$ cat config.mk
export PLATFORM = sky130hd
export DESIGN_NAME = line_irq_ctrl
export DESIGN_NICKNAME = d
export VERILOG_FILES = /design/src/rtl/line_irq_pkg.sv /design/src/rtl/irq_lvl_edge.sv /design/src/rtl/irq_w1c.sv /design/src/rtl/irq_pin_drv.sv /design/src/rtl/line_irq_ctrl.sv
export SDC_FILE = /design/constraint.sdc
export NUM_CORES = 1
export LEC_CHECK = 0
export BUFFER_PORTS_ARGS = -buffer_cell sky130_fd_sc_hd__buf_2
export CAP_MARGIN = 20
export CORE_MARGIN = 2
export CORE_UTILIZATION = 51
export DETAILED_ROUTE_END_ITERATION = 7
export HOLD_SLACK_MARGIN = 0.02
export PLACE_DENSITY = 0.73
export RECOVER_POWER = 50
export SLEW_MARGIN = 20
export SYNTH_ARGS = -nofsm -noshare
export SYNTH_HDL_FRONTEND = slang
export SYNTH_SLANG_ARGS = --single-unit
$ cat constraint.sdc
create_clock -name clk_i -period 4.3 [get_ports clk_i]
set_input_delay 0.86 -clock clk_i [delete_from_list [all_inputs] [get_ports clk_i]]
set_output_delay 0.86 -clock clk_i [all_outputs]
set_load 0.02 [all_outputs]
$ cat src/rtl/line_irq_pkg.sv
package line_irq_pkg;
  localparam int unsigned N_LVL  = 7;
  localparam int unsigned N_PLS  = 8;
  localparam int unsigned DATA_W = 8;
  localparam int unsigned ADDR_W = 3;

  typedef enum logic [ADDR_W-1:0] {
    A_MASK_LVL = 3'd0,
    A_MASK_PLS = 3'd1,
    A_EDGE_SEL = 3'd2,
    A_STATUS   = 3'd3,
    A_LAT_LVL  = 3'd4,
    A_LAT_PLS  = 3'd5,
    A_PIN_MODE = 3'd6
  } reg_addr_e;
endpackage

$ cat src/rtl/irq_lvl_edge.sv
module irq_lvl_edge #(
  parameter int unsigned N = 7
) (
  input  logic         clk_i,
  input  logic         rst_ni,
  input  logic [N-1:0] stat_i,
  input  logic [N-1:0] both_i,
  output logic [N-1:0] stat_q_o,
  output logic [N-1:0] evt_o
);
  logic [N-1:0] stat_q, stat_d1;

  always_ff @(posedge clk_i or negedge rst_ni) begin
    if (!rst_ni) begin
      stat_q  <= '0;
      stat_d1 <= '0;
    end else begin
      stat_q  <= stat_i;
      stat_d1 <= stat_q;
    end
  end

  for (genvar i = 0; i < N; i++) begin : g_bit
    // rise always counts; fall only in both-edge mode
    assign evt_o[i] = both_i[i] ? (stat_q[i] ^ stat_d1[i]) : (stat_q[i] & ~stat_d1[i]);
  end

  assign stat_q_o = stat_q;
endmodule

$ cat src/rtl/irq_w1c.sv
module irq_w1c #(
  parameter int unsigned N = 8
) (
  input  logic         clk_i,
  input  logic         rst_ni,
  input  logic [N-1:0] set_i,
  input  logic [N-1:0] clr_i,
  output logic [N-1:0] lat_o
);
  always_ff @(posedge clk_i or negedge rst_ni) begin
    if (!rst_ni) lat_o <= '0;
    else         lat_o <= (lat_o & ~clr_i) | set_i;  // set wins
  end
endmodule

$ cat src/rtl/irq_pin_drv.sv
module irq_pin_drv (
  input  logic       active_i,
  input  logic [1:0] mode_i,
  output logic       irq_o,
  output logic       irq_oe_o
);
  always_comb begin
    if (!mode_i[0]) begin
      irq_o    = 1'b0;
      irq_oe_o = active_i;
    end else begin
      irq_oe_o = 1'b1;
      irq_o    = mode_i[1] ? active_i : ~active_i;
    end
  end
endmodule

$ cat src/rtl/line_irq_ctrl.sv
module line_irq_ctrl
  import line_irq_pkg::*;
#(
  parameter int unsigned NL = N_LVL,
  parameter int unsigned NP = N_PLS,
  parameter int unsigned DW = DATA_W,
  parameter int unsigned AW = ADDR_W
) (
  input  logic          clk_i,
  input  logic          rst_ni,
  input  logic [NL-1:0] lvl_stat_i,
  input  logic [NP-1:0] pls_evt_i,
  input  logic [AW-1:0] reg_addr_i,
  input  logic          reg_wr_i,
  input  logic [DW-1:0] reg_wdata_i,
  output logic [DW-1:0] reg_rdata_o,
  output logic          irq_o,
  output logic          irq_oe_o
);
  logic [NL-1:0] mask_lvl, edge_sel, stat_q, lvl_evt, lat_lvl, clr_lvl;
  logic [NP-1:0] mask_pls, lat_pls, clr_pls;
  logic [1:0]    mode_q;
  logic          active;

  always_ff @(posedge clk_i or negedge rst_ni) begin
    if (!rst_ni) begin
      mask_lvl <= '1;
      mask_pls <= '1;
      edge_sel <= '0;
      mode_q   <= 2'b00;
    end else if (reg_wr_i) begin
      case (reg_addr_i)
        A_MASK_LVL: mask_lvl <= reg_wdata_i[NL-1:0];
        A_MASK_PLS: mask_pls <= reg_wdata_i[NP-1:0];
        A_EDGE_SEL: edge_sel <= reg_wdata_i[NL-1:0];
        A_PIN_MODE: mode_q   <= reg_wdata_i[1:0];
        default: ;
      endcase
    end
  end

  assign clr_lvl = (reg_wr_i && reg_addr_i == A_LAT_LVL) ? reg_wdata_i[NL-1:0] : '0;
  assign clr_pls = (reg_wr_i && reg_addr_i == A_LAT_PLS) ? reg_wdata_i[NP-1:0] : '0;

  irq_lvl_edge #(.N(NL)) u_edge (
    .clk_i(clk_i), .rst_ni(rst_ni), .stat_i(lvl_stat_i), .both_i(edge_sel),
    .stat_q_o(stat_q), .evt_o(lvl_evt)
  );

  irq_w1c #(.N(NL)) u_lat_lvl (
    .clk_i(clk_i), .rst_ni(rst_ni), .set_i(lvl_evt), .clr_i(clr_lvl), .lat_o(lat_lvl)
  );

  irq_w1c #(.N(NP)) u_lat_pls (
    .clk_i(clk_i), .rst_ni(rst_ni), .set_i(pls_evt_i), .clr_i(clr_pls), .lat_o(lat_pls)
  );

  assign active = |(lat_lvl & ~mask_lvl) | |(lat_pls & ~mask_pls);

  irq_pin_drv u_pin (
    .active_i(active), .mode_i(mode_q), .irq_o(irq_o), .irq_oe_o(irq_oe_o)
  );

  always_comb begin
    reg_rdata_o = '0;
    case (reg_addr_i)
      A_MASK_LVL: reg_rdata_o[NL-1:0] = mask_lvl;
      A_MASK_PLS: reg_rdata_o[NP-1:0] = mask_pls;
      A_EDGE_SEL: reg_rdata_o[NL-1:0] = edge_sel;
      A_STATUS:   reg_rdata_o[NL-1:0] = stat_q;
      A_LAT_LVL:  reg_rdata_o[NL-1:0] = lat_lvl;
      A_LAT_PLS:  reg_rdata_o[NP-1:0] = lat_pls;
      A_PIN_MODE: reg_rdata_o[1:0]    = mode_q;
      default: ;
    endcase
  end
endmodule

# Word-level counts from Yosys, hierarchy flattened
# Index checks and enable logic that the tools add are counted.
# totals
register_bits	53
out_inout_bits	10
input_bits	29
elab_cells	71
# op_classes
muxes	15
reduce_logical	9
eq_ne	6
bitwise	33
# op_table
operator	n
5-bit case mux with 6 select lines	1
8-bit bitwise AND	2
8-bit inverter	2
7-bit bitwise AND	2
7-bit inverter	2
2-bit case mux with 7 select lines	1
1-bit 2-to-1 mux	10
3-bit == test (second input constant)	3
8-bit 2-to-1 mux	1
1-bit inverter	8
8-bit OR	1
2-bit AND reduction	4
8-bit OR reduction	1
1-bit bitwise AND	7
7-bit 2-to-1 mux	1
7-bit OR	1
7-bit OR reduction	1
1-bit bitwise XOR	7
3-bit by 2-bit == test with 1-bit output (second input constant)	2
3-bit by 1-bit == test with 1-bit output (second input constant)	1
3-bit logical NOT	1
1-bit logical AND	2
1-bit case mux with 2 select lines	1
1-bit OR	1

# Depth between registers and ports, before layout
# depth
ltp_word	7
mapped_depth	6
ltp_nobuf	5

# Hierarchy
# A second synthesis with hierarchy kept.
# hier_totals
hier_cells	250
area_unflattened_um2	2695.1
# by_module_without_submodules
mod	n_inst	cells_each	area_each_um2	seq_area_each_um2
line_irq_ctrl	1	160	1574.0	619.3
irq_lvl_edge	1	42	555.5	350.3
irq_w1c at u_lat_pls	1	24	290.3	200.2
irq_w1c at u_lat_lvl	1	21	254.0	175.2
irq_pin_drv	1	3	21.3	0.0

# Worst setup path after synthesis
# No wires, ideal clock.
# synth_timing
kind	in2out
from	input port reg_addr_i[0]
to	output port reg_rdata_o[2]
t_arrival_ps	1913
path_buffers	2
path_slack_ps	1527
required_ps	3440
path_stages	5
path_cell_list	clkbuf_2 > buf_4 > mux2_2 > a22oi_1 > o22ai_1
# synth_between
elab_chain_cells	2
word_cells_on_any_way	7
cone_classes	5 x eq/ne; 1 x mux; 1 x reduce/logical
# synth_lines
element	line	rtl
start, declared	line_irq_ctrl.sv:13	input logic [AW-1:0] reg_addr_i,
3-bit == test (tied with other cells)	line_irq_ctrl.sv:66	case (reg_addr_i)
5-bit case mux with 6 select lines *	line_irq_ctrl.sv:66	
end, declared	line_irq_ctrl.sv:16	output logic [DW-1:0] reg_rdata_o,
# Mark *: on every way between the ends. The rest lies on a longest branch, timed or not.

# Final worst setup path
# layout_timing
from	input port reg_addr_i[0]
to	output port reg_rdata_o[5]
# The elaborated chain is that of the path after synthesis.

==> results.py <==
metrics = {
    "status": {
        "outcome": "finished with violations",
        "violations": "max-capacitance violations, max-slew violations",
    },
    "sta": {
        "timing.final.crit_share_pct": 72.88,
        "setup_violations": 0,
        "drv_slew": 31,
        "fin_crit_ps": 3134,
        "grt_setup_unrepaired": "no",
        "slew_headroom_pct": -3.855,
        "worst_pin_slew_ps": 1558,
        "setup_tns_ps": 0,
        "finalClockSkew_ps": 5.565,
        "finalHoldViolations": 0,
        "max_freq_mhz": 319.1,
        "setup_ws_ps": 1166,
    },
    "final_layout": {
        "area_delta_synth_final_pct": 13.44,
        "layout.nets": 303,
        "drive_gt1_share_pct": 35.82,
        "num_antenna_cells": 0,
        "final_cell_area_um2": 2915,
    },
    "synthesis": {
        "async_reset_ff_share_pct": 100.0,
        "yosysWarnings": 0,
        "synth_ff_type": "dfrtp_1",
        "ys_types": 34,
        "ys_seq_area_share_pct": 52.34,
        "synth.avg_cell_area_um2": 11.32,
        "synth_edf_count": 0,
        "netlist_area_um2": 2570,
        "syn_nets": 263,
        "synthCells": 227,
        "synth-seq-cells": 53,
    },
    "clock_network": {
        "clk_latency_ps": 300,
        "root_buffer": "clkbuf_8",
        "clk_pin_slew_worst_paths_ps": 90,
        "cts_resized": 0,
        "cts.sink_count": 53,
        "cts_tree": "yes",
        "cts_buffers": 5,
        "htreeDepth": 2,
        "cts_setup_buffers": 0,
        "cts.path.max_buffers": 2,
        "holdBufCountCts": 0,
    },
    "detailed_routing": {
        "drt-total-wl_um": 5255,
        "vias": 1823,
        "ant_nets": 0,
        "drc": 0,
        "vias_per_cell": 5.442,
        "drt_iter0_drc": 84,
        "wl_per_cell_um": 15.69,
        "drtPass1Iterations": 4,
    },
    "worst_setup_path": {
        "crit_type": "input pin to output pin",
        "cp.arrival_ps": 2270,
        "cp-end-kind": "output pin",
        "required_ps": 3440,
        "critPathLaunchType": "input pin",
        "crit_fanout": 23,
    },
    "grt": {
        "first_global_vias": 1872,
        "grtUsageTotal_pct": 21.36,
        "grt_antenna_before_repair": 0,
        "grt-busiest-layer": "met2",
        "use_met1_pct": 29.09,
        "grt_max_degree": 31,
        "grt_overflow_total": 0,
        "met2_usage_pct": 33.82,
        "grt_use_met3_pct": 5.087,
        "grt_pass1_wl_um": 8949,
    },
    "placement": {
        "dp_slack_ps": 1162,
        "hpwl_um": 3794,
        "placed_area_um2": 2819,
        "gp_congestion": 0.8072,
        "numPortBuffers": 38,
    },
    "die": {
        "fp.coreArea_um2": 4786,
        "start_util_pct": 53.70,
        "die-area_um2": 5623,
        "num_rows": 25,
        "pin_count": 39,
        "die_w_um": 74.99,
        "die_h_um": 74.99,
    },
    "power_and_ir_drop": {
        "internal_power_mw": 0.8324,
        "pwr-share-comb_pct": 18.7,
        "powerDensity_nw_per_um2": 392.7,
        "switchingPower_mw": 0.3123,
        "switching_share_pct": 27.28,
        "p_seq_share_pct": 54.9,
        "leakagePower_nw": 1.286,
        "ir_drop_uv": 276.3,
        "power_mw": 1.145,
        "p_clk_share_pct": 26.5,
    },
    "hold_path": {
        "hold_path.class": "flop to flop",
    },
    "flow_run": {
        "max_cap_violations": 1,
    },
}
logic make-up after synthesis:
kind of cell	after synthesis	synth area share, %
buf+inv	27	4.333
fa+ha+maj	7	3.408
simple gates	54	10.86
mux	36	16.70
flops	53	52.34
compound gates	50	12.37
critical path, stage by stage:
cell	delay, ps
buf_2	440
mux4_2	570
a22o_1	240
buf_2	160
synthesized netlist by cell type, drive strengths merged, types with 4 or more instances:
cell type,count,area (um2)
dfrtp,38,950.9
mux2,25,281.5
nand2,24,92.59
inv,21,78.82
nor2,16,70.07
dfstp,15,394.1
a21o,12,90.09
a21oi,12,60.06
o21ai,11,55.05
mux2i,8,80.08
ha,7,87.58
buf,5,27.53
o22ai,4,25.02
area by class of cell:
class | count | area [um2]
Fill cell | 406 | 1871
Sequential cell | 53 | 1345
Multi-Input combinational cell | 147 | 1114
Timing Repair Buffer | 39 | 192.7
Clock buffer | 7 | 96.34
Tap cell | 67 | 83.83
Inverter | 21 | 78.83
Clock inverter | 1 | 5.005
per-stage QoR:
step / cells / hold WS (ps) / util [%]
after global routing: 335 / 439.5 / 60.92
after detailed placement: 327 / 398.4 / 58.90
after global placement: 327 / 404.2 / 58.90
after CTS: 335 / 420.3 / 61.02
final: 335 / 420.2 / 60.92
after floorplan: 227 / 374.7 / -
layer usage:
layer / vias to the layer above / share of wire (%) / routed length [um]
met4: 0 / 2.5 / 130
met1: 898 / 45 / 2372
met5: - / 0 / 0
met3: 12 / 4.9 / 256
li1: 871 / - / -
met2: 42 / 47 / 2496
registers in the layout, summed over array words and instances (netlist names):
register	flops
mode_q	2
mask_pls	8
edge_sel	7
u_lat_pls.lat_o	8
u_edge.stat_q_o	7
u_lat_lvl.lat_o	7
u_edge.stat_d1	7
mask_lvl	7
power groups by stage:
stage | sequential (mW) | combinational, mW | clock [mW]
3_5_place_dp | 0.638 | 0.215 | 0
6_report | 0.628 | 0.214 | 0.303
4_1_cts | 0.628 | 0.217 | 0.316
2_1_floorplan | 0.623 | 0.155 | 0
5_1_grt | 0.641 | 0.239 | 0.329
3_3_place_gp | 0.635 | 0.211 | 0
path summary, 6_finish.rpt:
| path | start | end | slack, ps | cells after the start |
|---|---|---|---|---|
| worst max register to register | u_edge.stat_q_o[2] | u_lat_lvl.lat_o[2] | 3250 | 4 |
| worst min register to register | u_edge.stat_q_o[5] | u_edge.stat_d1[5] | 420 | 0 |
| worst max-delay path | reg_addr_i[0] | reg_rdata_o[5] | 1170 | 4 |
| min in group asynchronous | rst_ni | u_lat_pls.lat_o[3] | 840 | 1 |
| worst min-delay path | u_edge.stat_q_o[5] | u_edge.stat_d1[5] | 420 | 0 |
| max in group asynchronous | rst_ni | u_lat_lvl.lat_o[1] | 1400 | 2 |
cells in the final DEF, fill, tap and decap left out, types with 2 or more instances in the layout:
cell type  count
a31oi_1        3
clkbuf_1       2
a22oi_1        2
mux2_2        25
ha_1           7
a221oi_1       2
a21o_1        12
and2_1         3
o21ai_0       11
dfrtp_1       38
a21oi_1       12
nor3_4         2
buf_2         37
clkbuf_8       7
mux2i_1        8
mux4_2         3
nand2_1       23
nor2b_1        3
nand2b_1       3
dfstp_2       15
inv_1         20
nor2_1        14
o22ai_1        4
Power figures use the tool's default switching activity.
